$ cat src/rtl/audio_sport_pkg.sv
package audio_sport_pkg;
  localparam int SAMPLE_W = 24;
  localparam int POS_W    = 6;

  typedef enum logic [2:0] {
    FMT_I2S   = 3'd0,
    FMT_LJ    = 3'd1,
    FMT_RJ    = 3'd2,
    FMT_LONG  = 3'd3,
    FMT_SHORT = 3'd4
  } fmt_e;

  typedef struct packed {
    logic       right;
    logic       valid;
    logic       last;
    logic [4:0] bitk;   // MSB-first index inside the word
  } slot_t;

  function automatic fmt_e norm_fmt(logic [2:0] f);
    return (f > 3'd4) ? FMT_I2S : fmt_e'(f);
  endfunction

  function automatic slot_t slot_decode(fmt_e f, logic wide, logic [POS_W-1:0] pos);
    slot_t      r;
    logic [5:0] s;
    logic [4:0] q, pad, lim;
    s = pos - ((f == FMT_I2S) ? 6'd1 : 6'd0);
    if (!wide) s[5] = 1'b0;
    r.right = wide ? s[5] : s[4];
    q       = wide ? s[4:0] : {1'b0, s[3:0]};
    pad     = (f == FMT_RJ && wide) ? 5'(32 - SAMPLE_W) : 5'd0;
    lim     = wide ? 5'(SAMPLE_W) : 5'd16;
    r.valid = (q >= pad) && ((q - pad) < lim);
    r.last  = wide ? (s == 6'd63) : (s[4:0] == 5'd31);
    r.bitk  = q - pad;
    return r;
  endfunction

  function automatic logic frame_level(fmt_e f, logic wide, logic [POS_W-1:0] pos);
    logic second;
    second = wide ? pos[5] : pos[4];
    case (f)
      FMT_I2S:   return second;
      FMT_SHORT: return (pos == '0);
      default:   return ~second;
    endcase
  endfunction
endpackage

$ cat src/rtl/asp_bitclk_gen.sv
module asp_bitclk_gen
  import audio_sport_pkg::*;
#(
  parameter int DIV_W = 8
) (
  input  logic             clk_i,
  input  logic             rst_ni,
  input  logic [DIV_W-1:0] half_i,
  input  logic             wide_i,
  output logic             bck_o,
  output logic             mclk_o,
  output logic [POS_W-1:0] pos_o,
  output logic [POS_W-1:0] next_pos_o,
  output logic             rise_o,
  output logic             fall_o
);
  localparam logic [DIV_W-1:0] MIN_HALF = DIV_W'(3);

  logic [DIV_W-1:0] half_eff, cnt_q;
  logic [POS_W-1:0] pos_q, last_pos;
  logic             bck_q, mclk_q, tick;

  assign half_eff   = (half_i < MIN_HALF) ? MIN_HALF : half_i;
  assign tick       = (cnt_q == half_eff - DIV_W'(1));
  assign last_pos   = wide_i ? POS_W'(63) : POS_W'(31);
  assign next_pos_o = (pos_q == last_pos) ? '0 : pos_q + POS_W'(1);
  assign rise_o     = tick & ~bck_q;
  assign fall_o     = tick & bck_q;
  assign bck_o      = bck_q;
  assign mclk_o     = mclk_q;
  assign pos_o      = pos_q;

  always_ff @(posedge clk_i or negedge rst_ni) begin
    if (!rst_ni) begin
      cnt_q  <= '0;
      bck_q  <= 1'b0;
      mclk_q <= 1'b0;
      pos_q  <= '0;
    end else begin
      mclk_q <= ~mclk_q;
      cnt_q  <= tick ? '0 : cnt_q + DIV_W'(1);
      if (tick) bck_q <= ~bck_q;
      if (fall_o) pos_q <= next_pos_o;
    end
  end

  // each half of the bit clock spans at least three system cycles
  a_r2_high_min: assert property (@(posedge clk_i) disable iff (!rst_ni)
    $fell(bck_o) |-> ($past(bck_o, 2) && $past(bck_o, 3)));
  a_r2_low_min: assert property (@(posedge clk_i) disable iff (!rst_ni)
    $rose(bck_o) |-> (!$past(bck_o, 2) && !$past(bck_o, 3)));
endmodule

$ cat src/rtl/asp_tx_frame.sv
module asp_tx_frame
  import audio_sport_pkg::*;
(
  input  logic                clk_i,
  input  logic                rst_ni,
  input  fmt_e                fmt_i,
  input  logic                wide_i,
  input  logic [POS_W-1:0]    pos_i,
  input  logic [POS_W-1:0]    next_pos_i,
  input  logic                fall_i,
  input  logic                bck_i,
  input  logic                tx_valid_i,
  input  logic [SAMPLE_W-1:0] tx_left_i,
  input  logic [SAMPLE_W-1:0] tx_right_i,
  output logic                tx_ready_o,
  output logic                sdo_o,
  output logic                lrck_o,
  output logic                underrun_o
);
  logic [SAMPLE_W-1:0] cur_l_q, cur_r_q;
  logic [POS_W-1:0]    load_pos;
  logic [4:0]          idx;
  logic                und_q;
  slot_t               sl;

  // pair is loaded on the falling edge that opens the first left data slot
  assign load_pos   = (fmt_i == FMT_I2S) ? POS_W'(1) : '0;
  assign tx_ready_o = fall_i && (next_pos_i == load_pos);

  assign sl     = slot_decode(fmt_i, wide_i, pos_i);
  assign idx    = 5'(SAMPLE_W - 1) - sl.bitk;
  assign sdo_o  = sl.valid ? (sl.right ? cur_r_q[idx] : cur_l_q[idx]) : 1'b0;
  assign lrck_o = frame_level(fmt_i, wide_i, pos_i);
  assign underrun_o = und_q;

  always_ff @(posedge clk_i or negedge rst_ni) begin
    if (!rst_ni) begin
      cur_l_q <= '0;
      cur_r_q <= '0;
      und_q   <= 1'b0;
    end else if (tx_ready_o) begin
      if (tx_valid_i) begin
        cur_l_q <= tx_left_i;
        cur_r_q <= tx_right_i;
      end else begin
        cur_l_q <= '0;
        cur_r_q <= '0;
        und_q   <= 1'b1;
      end
    end
  end

  a_r9_ready_before_fall: assert property (@(posedge clk_i) disable iff (!rst_ni)
    tx_ready_o |=> $fell(bck_i));
  a_r10_underrun_sets: assert property (@(posedge clk_i) disable iff (!rst_ni)
    (tx_ready_o && !tx_valid_i) |=> underrun_o);
  a_r10_underrun_sticky: assert property (@(posedge clk_i) disable iff (!rst_ni)
    underrun_o |=> underrun_o);
  a_r6_sdo_on_fall: assert property (@(posedge clk_i) disable iff (!rst_ni)
    !$stable(sdo_o) |-> $past(fall_i));
  a_r6_lrck_on_fall: assert property (@(posedge clk_i) disable iff (!rst_ni)
    !$stable(lrck_o) |-> $past(fall_i));
endmodule

$ cat src/rtl/asp_rx_frame.sv
module asp_rx_frame
  import audio_sport_pkg::*;
(
  input  logic                clk_i,
  input  logic                rst_ni,
  input  fmt_e                fmt_i,
  input  logic                wide_i,
  input  logic [POS_W-1:0]    pos_i,
  input  logic                rise_i,
  input  logic                sdi_i,
  output logic                rx_valid_o,
  output logic [SAMPLE_W-1:0] rx_left_o,
  output logic [SAMPLE_W-1:0] rx_right_o
);
  logic [SAMPLE_W-1:0] work_l_q, work_r_q, work_l_n, work_r_n;
  logic [4:0]          idx;
  logic                emit;
  slot_t               sl;

  assign sl   = slot_decode(fmt_i, wide_i, pos_i);
  assign idx  = 5'(SAMPLE_W - 1) - sl.bitk;
  assign emit = rise_i && sl.last;

  always_comb begin
    work_l_n = work_l_q;
    work_r_n = work_r_q;
    if (rise_i && sl.valid) begin
      if (sl.right) work_r_n[idx] = sdi_i;
      else          work_l_n[idx] = sdi_i;
    end
  end

  always_ff @(posedge clk_i or negedge rst_ni) begin
    if (!rst_ni) begin
      work_l_q   <= '0;
      work_r_q   <= '0;
      rx_left_o  <= '0;
      rx_right_o <= '0;
      rx_valid_o <= 1'b0;
    end else begin
      rx_valid_o <= emit;
      if (emit) begin
        rx_left_o  <= work_l_n;
        rx_right_o <= work_r_n;
        work_l_q   <= '0;
        work_r_q   <= '0;
      end else begin
        work_l_q <= work_l_n;
        work_r_q <= work_r_n;
      end
    end
  end

  a_r8_single_pulse: assert property (@(posedge clk_i) disable iff (!rst_ni)
    rx_valid_o |=> !rx_valid_o);
  a_r8_after_rise: assert property (@(posedge clk_i) disable iff (!rst_ni)
    rx_valid_o |-> $past(rise_i));
endmodule

$ cat src/rtl/audio_sport_master.sv
module audio_sport_master
  import audio_sport_pkg::*;
#(
  parameter int DIV_W = 8
) (
  input  logic                clk_i,
  input  logic                rst_ni,
  input  logic [2:0]          cfg_fmt_i,
  input  logic                cfg_wide_i,
  input  logic [DIV_W-1:0]    cfg_div_i,
  input  logic                tx_valid_i,
  input  logic [SAMPLE_W-1:0] tx_left_i,
  input  logic [SAMPLE_W-1:0] tx_right_i,
  output logic                tx_ready_o,
  input  logic                sdi_i,
  output logic                rx_valid_o,
  output logic [SAMPLE_W-1:0] rx_left_o,
  output logic [SAMPLE_W-1:0] rx_right_o,
  output logic                mclk_o,
  output logic                bck_o,
  output logic                lrck_o,
  output logic                sdo_o,
  output logic                underrun_o
);
  fmt_e             fmt;
  logic [POS_W-1:0] pos, next_pos;
  logic             rise, fall;

  assign fmt = norm_fmt(cfg_fmt_i);

  asp_bitclk_gen #(.DIV_W(DIV_W)) u_clk (
    .clk_i      (clk_i),
    .rst_ni     (rst_ni),
    .half_i     (cfg_div_i),
    .wide_i     (cfg_wide_i),
    .bck_o      (bck_o),
    .mclk_o     (mclk_o),
    .pos_o      (pos),
    .next_pos_o (next_pos),
    .rise_o     (rise),
    .fall_o     (fall)
  );

  asp_tx_frame u_tx (
    .clk_i      (clk_i),
    .rst_ni     (rst_ni),
    .fmt_i      (fmt),
    .wide_i     (cfg_wide_i),
    .pos_i      (pos),
    .next_pos_i (next_pos),
    .fall_i     (fall),
    .bck_i      (bck_o),
    .tx_valid_i (tx_valid_i),
    .tx_left_i  (tx_left_i),
    .tx_right_i (tx_right_i),
    .tx_ready_o (tx_ready_o),
    .sdo_o      (sdo_o),
    .lrck_o     (lrck_o),
    .underrun_o (underrun_o)
  );

  asp_rx_frame u_rx (
    .clk_i      (clk_i),
    .rst_ni     (rst_ni),
    .fmt_i      (fmt),
    .wide_i     (cfg_wide_i),
    .pos_i      (pos),
    .rise_i     (rise),
    .sdi_i      (sdi_i),
    .rx_valid_o (rx_valid_o),
    .rx_left_o  (rx_left_o),
    .rx_right_o (rx_right_o)
  );
endmodule

$ cat config.mk
export PLATFORM = sky130hd
export DESIGN_NAME = audio_sport_master
export DESIGN_NICKNAME = d
export VERILOG_FILES = /design/src/rtl/audio_sport_pkg.sv /design/src/rtl/asp_bitclk_gen.sv /design/src/rtl/asp_tx_frame.sv /design/src/rtl/asp_rx_frame.sv /design/src/rtl/audio_sport_master.sv
export SDC_FILE = /design/constraint.sdc
export NUM_CORES = 1
export LEC_CHECK = 0
export ABC_AREA = 1
export BUFFER_PORTS_ARGS = -buffer_cell sky130_fd_sc_hd__buf_2
export CORE_MARGIN = 2
export CORE_UTILIZATION = 53
export DETAILED_ROUTE_END_ITERATION = 7
export PLACE_DENSITY = 0.77
export SLEW_MARGIN = 30
export SYNTH_ARGS = -nofsm -noshare
export SYNTH_HDL_FRONTEND = slang
export SYNTH_SLANG_ARGS = --single-unit
$ cat constraint.sdc
create_clock -name clk_i -period 2.8 [get_ports clk_i]
set_input_delay 0.14 -clock clk_i [delete_from_list [all_inputs] [get_ports clk_i]]
set_output_delay 0.14 -clock clk_i [all_outputs]
set_load 0.005 [all_outputs]
Word-level counts from Yosys, hierarchy flattened
Index checks and enable logic that the tools add are counted.
- bits in registers: 162
- logic and storage cells: 78
- add/sub/neg operators: 6
- order comparisons: 6
- equal/unequal tests: 7
- multiplexer cells: 32
- bitwise operators: 6
- reductions and logical operators: 9
- operators with widths (kind ; count):
    24-bit two-way mux ; 8
    24-bit bitwise mux ; 2
    8-bit two-way mux ; 2
    6-bit equality test ; 2
    6-bit two-way mux ; 2
    1-bit binary-select mux with 5-bit select ; 2
    1-bit two-way mux ; 10
    8-bit by 1-bit adder with 8-bit output (second input constant) ; 1
    8-bit equality test ; 1
    8-bit by 2-bit less-than comparator with 1-bit output (second input constant) ; 1
    4-bit two-way mux ; 2
    8-bit by 1-bit subtractor with 8-bit output (second input constant) ; 1
    6-bit by 1-bit adder with 6-bit output (second input constant) ; 1
    6-bit equality test (second input constant) ; 1
    1-bit logical AND ; 6
    6-bit logical NOT ; 1
    5-bit by 6-bit less-than comparator with 1-bit output (second input constant) ; 1
    6-bit subtractor ; 1
    1-bit demux with 5-bit select ; 1
    5-bit equality test (second input constant) ; 1
    5-bit by 1-bit >= comparator with 1-bit output (second input constant) ; 1
    5-bit >= comparator ; 1
    5-bit less-than comparator ; 1
    5-bit two-way mux ; 1
    11 further kinds ; 15

Depth between registers and ports, before layout
Gate-level depths: netlist of run 1.
- word-level depth: 16
- gate-level depth with buffers: 23

Modules after synthesis
From an unflattened synthesis of run 1, not the netlist that was laid out.
- cells, all modules: 1396
- area, all modules: 9635.5 µm²
- modules (own cells, without submodules) (module ; instances ; cells an instance ; area an instance (µm²) ; seq. area each (µm²)):
    asp_rx_frame ; 1 ; 835 ; 5584.1 ; 2427.3
    asp_tx_frame ; 1 ; 382 ; 2752.6 ; 1226.2
    asp_bitclk_gen ; 1 ; 171 ; 1267.5 ; 400.4
    audio_sport_master ; 1 ; 8 ; 31.3 ; 0.0

Least setup slack after synthesis of run 1
OpenSTA, ideal clock, no wires.
- path type: input -> register
- start: in cfg_fmt_i[0]
- end: reg u_rx.rx_right_o[1]
- setup time: 66 ps
- data arrival time: 2761 ps
- data required time: 2734 ps
- path slack: -27 ps
- stages on the path: 21
- path buffers: 0
- cell sequence: nor2_1 -> nor2_1 -> nor2_1 -> ha_1 -> ha_1 -> nand2_1 -> xor2_1 -> nand2_1 -> ha_1 -> inv_1 -> ha_1 -> nand2_1 -> nor2_1 -> nand2_1 -> nand2_1 -> nand3_1 -> nand2_1 -> nand4_1 -> nand2_1 -> nand2_1 -> nand2_1
- longest elaborated chain between the ends: 15
- elaborated cells on any way between the ends: 29
- those cells by class: add/sub (3); order compare (5); eq/ne (3); mux (12); reduce/logical (6)
- ends and longest elaborated chain (item ; RTL line ; text):
    start, declared ; audio_sport_master.sv:8 ; input logic [2:0] cfg_fmt_i,
    3-bit greater-than comparator ; audio_sport_pkg.sv:21 ; return (f > 3'd4) ? FMT_I2S : fmt_e'(f);
    3-bit two-way mux (*) ; audio_sport_pkg.sv:21 ;
    3-bit logical NOT ; audio_sport_pkg.sv:28 ; s = pos - ((f == FMT_I2S) ? 6'd1 : 6'd0);
    1-bit two-way mux ; audio_sport_pkg.sv:28 ;
    6-bit subtractor ; audio_sport_pkg.sv:28 ;
    5-bit two-way mux ; audio_sport_pkg.sv:31 ; q = wide ? s[4:0] : {1'b0, s[3:0]};
    5-bit subtractor ; audio_sport_pkg.sv:34, audio_sport_pkg.sv:36 ;
    5-bit subtractor ; asp_rx_frame.sv:21 ; assign idx = 5'(SAMPLE_W - 1) - sl.bitk;
    5-bit by 6-bit less-than comparator with 1-bit output (not written as such) / 5-bit by 1-bit >= comparator with 1-bit output (equally long branches) ; asp_rx_frame.sv:28 ; if (sl.right) work_r_n[idx] = sdi_i;
    1-bit logical AND (not written as such) ; asp_rx_frame.sv:28 ;
    1-bit two-way mux (not written as such) ; asp_rx_frame.sv:28 ;
    1-bit demux with 5-bit select ; n/a ;
    24-bit bitwise mux ; asp_rx_frame.sv:28 ;
    24-bit two-way mux ; asp_rx_frame.sv:28 ;
    24-bit two-way mux ; asp_rx_frame.sv:27 ; if (rise_i && sl.valid) begin
    end signal, assigned ; asp_rx_frame.sv:44 ; rx_right_o <= work_r_n;
    end, declared ; asp_rx_frame.sv:13 ; output logic [SAMPLE_W-1:0] rx_right_o
Mark *: on every way between the ends. The rest lies on a longest branch, timed or not.
A chain may end at the register's enable or synchronous reset.

Worst setup path after layout of run 1
- start: reg u_clk.pos_q[3], in the netlist u_clk.pos_o[3]
- end: out sdo_o
- longest elaborated chain between the ends: 8
- elaborated cells on any way between the ends: 15
- those cells by class: add/sub (3); order compare (2); mux (9); reduce/logical (1)
- ends and longest elaborated chain (item ; RTL line ; text):
    start, declared ; asp_bitclk_gen.sv:20 ; logic [POS_W-1:0] pos_q, last_pos;
    start signal, assigned ; asp_bitclk_gen.sv:43 ; if (fall_o) pos_q <= next_pos_o;
    6-bit subtractor (*) ; audio_sport_pkg.sv:28 ;
    5-bit two-way mux ; audio_sport_pkg.sv:31 ;
    5-bit subtractor ; audio_sport_pkg.sv:34, audio_sport_pkg.sv:36 ;
    5-bit subtractor ; asp_tx_frame.sv:31 ; assign idx = 5'(SAMPLE_W - 1) - sl.bitk;
    1-bit binary-select mux with 5-bit select ; asp_tx_frame.sv:32 ; assign sdo_o = sl.valid ? (sl.right ? cur_r_q[idx] : cur_l_q[idx]) : 1'b0;
    1-bit two-way mux (not written as such) ; asp_tx_frame.sv:32 ;
    1-bit two-way mux ; asp_tx_frame.sv:32 ;
    1-bit two-way mux (*) ; asp_tx_frame.sv:32 ;
    end, declared ; audio_sport_master.sv:22 ; output logic sdo_o,
Mark *: on every way between the ends. The rest lies on a longest branch, timed or not. The select of a mux whose other input is x is not followed.

==> summary.txt, run 1 <==
Status - finished, violations left
Failing checks - setup timing
RD Place Congestion - 0.942
Vias in the first global route - 8902
Syn_nets - 1370
Critical path's slowest cell - dfrtp_1
CTS Sinks - 162
Fin area - 11800 um^2
DIE HEIGHT - 136 um
Port Buffers - 118
Gr ovfl total - 0
Worst setup margin - -0.159 ns
Num CTS Buffers - 17
Synth area leader - dfrtp_1
DR DRC count - 0
Die area - 18500 um^2
Worst hold slack - 0.00532 ns
Max Slew Vio Count - 0
Max clock buf depth - 2
Initial antenna violation count - 0
Max Freq - 0.338 GHz
Buf/Inv on CP - 4
Most frequent cell after synthesis - nand2_1
Layout area overhead - 27.1%
Most frequent cells after synthesis - 569 x nand2_1, 162 x dfrtp_1, 85 x o21ai_0, 73 x nand3_1, 69 x nand4_1
Layout Nets - 1553
Avg Cell Area, Syn - 7.14 um^2
Final core utilization - 68.4%
Setup violators final - 3
First-iteration detailed-routing DRC count - 1002
ANT nets after route - 0
Post-Place Cell Area - 10300 um^2
Post-Syn Instances - 1295
Hold Vio Cnt, Final - 0
Pin count of the biggest net entering global routing - 98
Final Cycle Share - 106%
Via count - 9504
Yosys Warn Count - 0
Drt wl/cell - 15.9 um
Hold Path Class - input port to flop
Worst setup SP type - flop
Post-Syn Area - 9250 um^2
RSZ-0062 raised after global routing - yes
Top cells by area, synth - dfrtp_1 44%, nand2_1 23%, nand4_1 4.7%
Post-synthesis sequential area ratio - 43.8%
Max Cap Viol - 0
Clock transition at path regs - 0.07 ns
Worst-Margin Slew - 0.773 ns
Cell family with most CP delay - simple AND/OR/NAND/NOR gates
Die Width - 136 um
Crit-path cells - nor2_4, buf_4, nand2_4, xor2_2, nand2_2, ha_4, buf_6, inv_4, ha_4, nand3_2, nand3_2, nand3_2, a21boi_2, buf_2
Gr usage total - 29.4%
Layout cells sized above 1 - 19.7%
Critical path arrival - 2.82 ns
Vias per cell - 5.54
Top cell by count, worst path - nand3_2
FFs w/ async S/R, synth - 100%
Leak - 0.00645 uW
Row Count - 48
Number of synthesized flops with an enable pin - 0
Clk_lat worst skew - 0.44 ns
Synth cell types - 36
CP Class - flop to output port
Leading register cell type out of synthesis - dfrtp_1
Critical Path Max Stage Delay - 0.47 ns
Flops & latches, synth - 162
Final WL - 27.4 mm
Tmin final - 2.96 ns
H-tree levels - 4
Initial Utilization - 53.9%
Core Area - 17200 um^2
Worst rel slew slack - 48.4%
Root Buffer - clkbuf_16
Worst EP required - 2.66 ns
Setup_tns - -0.183 ns
Worst vdd ir - 0.000556 V
I/O Pins - 119
Detailed Place HPWL - 16.6 mm
Clock skew - 0.0138 ns
Pwr per Cell Area - 646 nW/um^2
Peak fanout along the critical path - 3
Yosys top cell area share - 43.8%
Drt pass-1 iters - 7
First-pass GRT wire length - 43.4 mm
CTS tree - built
Design Power - 7590 uW
Crit. End Element - output port
registers in the layout, indices dropped and copies added, names as in the netlist:
| name | flops |
|---|---|
| u_clk.cnt_q | 8 |
| u_tx.cur_l_q | 24 |
| u_tx.underrun_o | 1 |
| u_rx.rx_left_o | 24 |
| u_rx.work_r_q | 24 |
| u_clk.pos_o | 6 |
| u_tx.cur_r_q | 24 |
| u_rx.rx_valid_o | 1 |
| u_rx.work_l_q | 24 |
| u_clk.mclk_o | 1 |
| u_rx.rx_right_o | 24 |
| u_clk.bck_o | 1 |
where the power goes:
group / switching [uW] / internal (uW) / leakage [uW]
sequential: 117 / 2470 / 0.00224
clock: 1100 / 1180 / 0.000272
combinational: 1670 / 1050 / 0.00395
tightest hold or removal path, stage by stage:
cell and delay [ns]:
buf_2 0.09, nand2_1 0.07, o21ai_0 0.09
timing repair:
item	in CTS	in global routing
buffers inserted	2	13
pin swaps	10	26
gates cloned	0	1
setup endpoints to repair	70	98
hold buffers	44	0
gates resized for setup	24	48
endpoints found under the hold margin	111	0
kinds of logic after synthesis:
family	Yosys count	share of synthesized area, %
compound gates	196	11.3
buf+inv	127	6.56
xor+xnor	12	1.30
simple gates	787	35.6
fa+ha+maj	11	1.49
flops	162	43.8
per-layer routing:
layer | share of wire [%] | global-route usage (%) | wire length, um
met1 | 42 | 39.7 | 11600
met2 | 47 | 47.7 | 12900
met3 | 7.7 | 4.92 | 2110
met4 | 2.7 | 11.1 | 747
met5 | 0 | 0 | 0
per-stage QoR:
| stage | cells | worst slack [ns] |
|---|---|---|
| 2_1_floorplan | 1295 | 0.0128 |
| 3_3_place_gp | 1625 | -0.273 |
| 3_5_place_dp | 1625 | -0.371 |
| 4_1_cts | 1703 | -0.0738 |
| 5_1_grt | 1716 | -0.228 |
| 6_report | 1717 | -0.159 |
worst paths after layout:
kind | from | to | slack, ns | depth (start not counted)
worst min-delay path | tx_left_i[6] | u_tx.cur_l_q[6] | 0.005 | 3
min in group asynchronous | rst_ni | u_clk.cnt_q[2] | 0.27 | 2
worst max-delay path | u_clk.pos_o[3] | sdo_o | -0.16 | 14
worst min register to register | u_clk.mclk_o | u_clk.mclk_o | 0.42 | 1
worst max register to register | u_clk.pos_o[3] | u_rx.rx_right_o[20] | -0.02 | 17
max in group asynchronous | rst_ni | u_clk.mclk_o | 1.67 | 3
area by class of cell:
cell class | instances | area [um^2]
Clock inverter | 15 | 145
Fill cell | 1390 | 5420
Inverter | 44 | 178
Clock buffer | 17 | 425
Antenna cell | 1 | 2.50
Timing Repair Buffer | 247 | 1860
Tap cell | 225 | 282
Multi-Input combinational cell | 1006 | 4810
Sequential cell | 162 | 4060
layout by cell type, fill, tap and decap left out, types with 4 or more instances in the layout:
master and count:
a21oi_1 52, dlygate4sd3_1 44, nand2_1 554, nand2_4 4, nor2_1 58, nand4_1 69, inv_6 4, inv_8 4
clkinvlp_4 5, nand3_2 9, o21ai_1 46, inv_1 35, nor3_1 4, o221ai_1 9, o22ai_1 8, dfrtp_1 161
nand3_1 66, buf_2 117, ha_1 4, buf_12 11, xor2_1 9, clkbuf_16 18, nand2_2 12, o21ai_0 75
buf_4 67, ha_4 7, inv_2 5, buf_6 6
Power figures use the tool's default switching activity.
==> run 2: changes to the inputs <==
ABC_AREA = unset   (was 1)
BUFFER_PORTS_ARGS = unset   (was -buffer_cell sky130_fd_sc_hd__buf_2)
CAP_MARGIN = 10   (was unset)
CORE_UTILIZATION = 58   (was 53)
DONT_BUFFER_PORTS = 1   (was unset)
PLACE_DENSITY = 0.76   (was 0.77)
==> summary.txt, run 2 <==
CTS Sinks - 162
Layout area overhead - 29.6%
FF-to-FF End - u_rx.rx_left_o[18]
Gr usage total - 30.9%
Initial Utilization - 58.9%
N_diodes - 0
Yosys top cell area share - 45.6%
CP endpoint - u_rx.rx_left_o[18]
Crit. End Element - flop
Clk_lat worst skew - 0.43 ns
Number of synthesized flops with an enable pin - 0
Tmin final - 3.32 ns
Placed Instances - 1065
Initial antenna violation count - 0
Filler cell count - 867
Post-Place Cell Area - 9700 um^2
Synth area leader - dfrtp_1
RSZ-0062 raised after global routing - yes
Critical path's slowest cell - or3_4
Vias per cell - 6.28
Setup violators final - 97
Worst setup path start - u_clk.pos_o[0]
Post-synthesis sequential area ratio - 45.6%
Most frequent cell after synthesis - dfrtp_1
Worst rel slew slack - 30.7%
Port Buffers - 0
Post-Syn Area - 8890 um^2
Avg Cell Area, Syn - 10.5 um^2
Leak - 0.00482 uW
H-tree levels - 4
Die Width - 128 um
Failing checks - hold timing, setup timing
Worst vdd ir - 0.000411 V
Commonest cells after routing, fill and taps aside - 161 x dfrtp_1, 100 x inv_1, 98 x mux2i_1
Detailed Place HPWL - 15.2 mm
Max Freq - 0.301 GHz
Vias in the first global route - 7686
Post-Syn Instances - 844
DR DRC count - 0
DIE HEIGHT - 128 um
Status - finished, violations left
Pwr per Cell Area - 566 nW/um^2
Via count - 7298
Worst reg2reg startpoint - u_clk.pos_o[0]
Hold Path Class - input port to asynchronous set/reset pin
Hold Vio Cnt, Final - 162
Num CTS Buffers - 17
Layout cells sized above 1 - 26.5%
Worst hold slack - -0.596 ns
Clock skew - 0.0111 ns
First-pass GRT wire length - 39.7 mm
Yosys Warn Count - 0
Leading register cell type out of synthesis - dfrtp_1
Peak fanout along the critical path - 8
Drt wl/cell - 21.8 um
Gr ovfl total - 0
R2R Setup Slk - -0.52 ns
Final Cycle Share - 118%
Clock transition at path regs - 0.07 ns
Layout Nets - 1037
Flops & latches, synth - 162
Max Slew Vio Count - 0
First-iteration detailed-routing DRC count - 687
Top cells by area, synth - dfrtp_1 46%, mux2i_1 11%, o41ai_2 7.3%
Worst-Margin Slew - 1.04 ns
Buf/Inv on CP - 3
Core Area - 15100 um^2
Crit path depth - 15
Setup_tns - -38.66 ns
Worst setup margin - -0.518 ns
Cell family with most CP delay - simple AND/OR/NAND/NOR gates
Critical Path Max Stage Delay - 0.47 ns
R2R cell count - 15
I/O Pins - 119
Finished Layout Cells - 1162
Leading cell type in the layout, fill and taps excluded - dfrtp_1
FFs w/ async S/R, synth - 100%
Top cell by count, worst path - ha_4
Max Cap Viol - 0
Worst setup SP type - flop
Row Count - 45
Syn_nets - 919
Drt pass-1 iters - 5
Most frequent cells after synthesis - 162 x dfrtp_1, 102 x inv_1, 98 x mux2i_1, 94 x nand2_1, 54 x a21oi_1
Synth cell types - 60
Critical path arrival - 3.60 ns
Root Buffer - clkbuf_16
Fin area - 11500 um^2
Crit-path cells - inv_2, ha_4, ha_4, nor3b_4, xor2_2, nand2_2, ha_4, nand3b_1, nor4_2, a211oi_2, or3_4, buf_6, buf_4, o41ai_4, mux2i_1
CTS tree - built
Max clock buf depth - 2
ANT nets after route - 0
Pin count of the biggest net entering global routing - 163
Final WL - 25.3 mm
CP Class - flop to flop
Die area - 16300 um^2
Hold bufs inserted after CTS - 49
RD Place Congestion - 0.876
Worst EP required - 3.08 ns
## run 2: cell count changes after synthesis, sizes merged, moves of 38 or more
cell   change
o21ai    -112
mux2i     +99
nand3     -50
nand2    -476
nand4     -38
o41ai     +45
inv       +59
nor2      -38
## run 2: how the worst min path moves through the flow
| stage | depth (start not counted) | slack, ns | end |
|---|---|---|---|
| after detailed placement | 0 | -0.15 | u_clk.cnt_q[0] |
| after global routing | 0 | -0.61 | u_rx.rx_left_o[2] |
| final | 0 | -0.60 | u_rx.rx_left_o[2] |
| after floorplan | 0 | -0.16 | u_clk.bck_o |
| after global placement | 0 | -0.15 | u_clk.cnt_q[0] |
| after CTS | 0 | -0.60 | u_clk.pos_o[4] |
## run 2: worst reg2reg max path, stage by stage, from the launching register on
cell and delay, ns:
dfrtp_1 0.39, inv_2 0.08, ha_4 0.15, ha_4 0.13, nor3b_4 0.23, xor2_2 0.19, nand2_2 0.09, ha_4 0.27
nand3b_1 0.11, nor4_2 0.21, a211oi_2 0.08, or3_4 0.47, buf_6 0.16, buf_4 0.20, o41ai_4 0.26, mux2i_1 0.16
## run 2: logic make-up (layout without fill, tap and decap cells)
group                      count (synthesis)  in the layout  synth area share [%]
and+or+nand+nor                          237            237                  13.6
buffers and inverters                    163            293                  7.90
DFF                                      162            162                  45.6
AOI/OAI and AO/OA                        132            132                  13.8
muxes                                    113            113                  14.6
xor gates and xnor gates                  26             26                  2.90
adders and majority gates                 11             11                  1.55
## run 2: through the flow
step | hold WS (ns) | setup WS, ns | utilization (%) | power, uW
floorplan | -0.156 | -0.564 | - | 3350
global placement | -0.146 | -0.726 | 64.3 | 3720
detailed placement | -0.146 | -0.920 | 64.3 | 3770
CTS | -0.604 | -0.463 | 74.0 | 6360
global route | -0.606 | -0.655 | 76.4 | 6720
finish | -0.596 | -0.518 | 76.4 | 6520
## run 2: area by class of cell
| class | count | area [um^2] | area share [%] |
|---|---|---|---|
| multi-input cells | 519 | 4740 | 41.1 |
| clock buffers | 18 | 439 | 3.81 |
| clock inverters | 13 | 171 | 1.49 |
| well taps | 188 | 235 | 2.04 |
| flip-flops and latches | 162 | 4060 | 35.2 |
| repair buffers | 160 | 1500 | 13.0 |
| inverters | 102 | 385 | 3.34 |
## run 2: metal layers
metal  track usage, %  vias up  wire [um]
li1                 -     3209          -
met1             38.5     3670       9740
met4             10.8        0        750
met3             7.35       74       1980
met2             52.8      345      12900
met5                0        -          0
## run 2: power breakdown
| group | switching (uW) | total (uW) | leakage (uW) | internal (uW) |
|---|---|---|---|---|
| clock network | 1010 | 2450 | 0.000288 | 1440 |
| logic | 987 | 1550 | 0.00279 | 566 |
| registers | 104 | 2520 | 0.00175 | 2420 |
| total | 2100 | 6520 | 0.00482 | 4420 |
## run 2: timing repair
action / CTS / global route
setup endpoints to repair: 98 / 121
endpoints found under the hold margin: 211 / 162
setup buffers: 10 / 5
gates cloned: 0 / 4
pin swaps: 22 / 16
resized for setup: 42 / 42
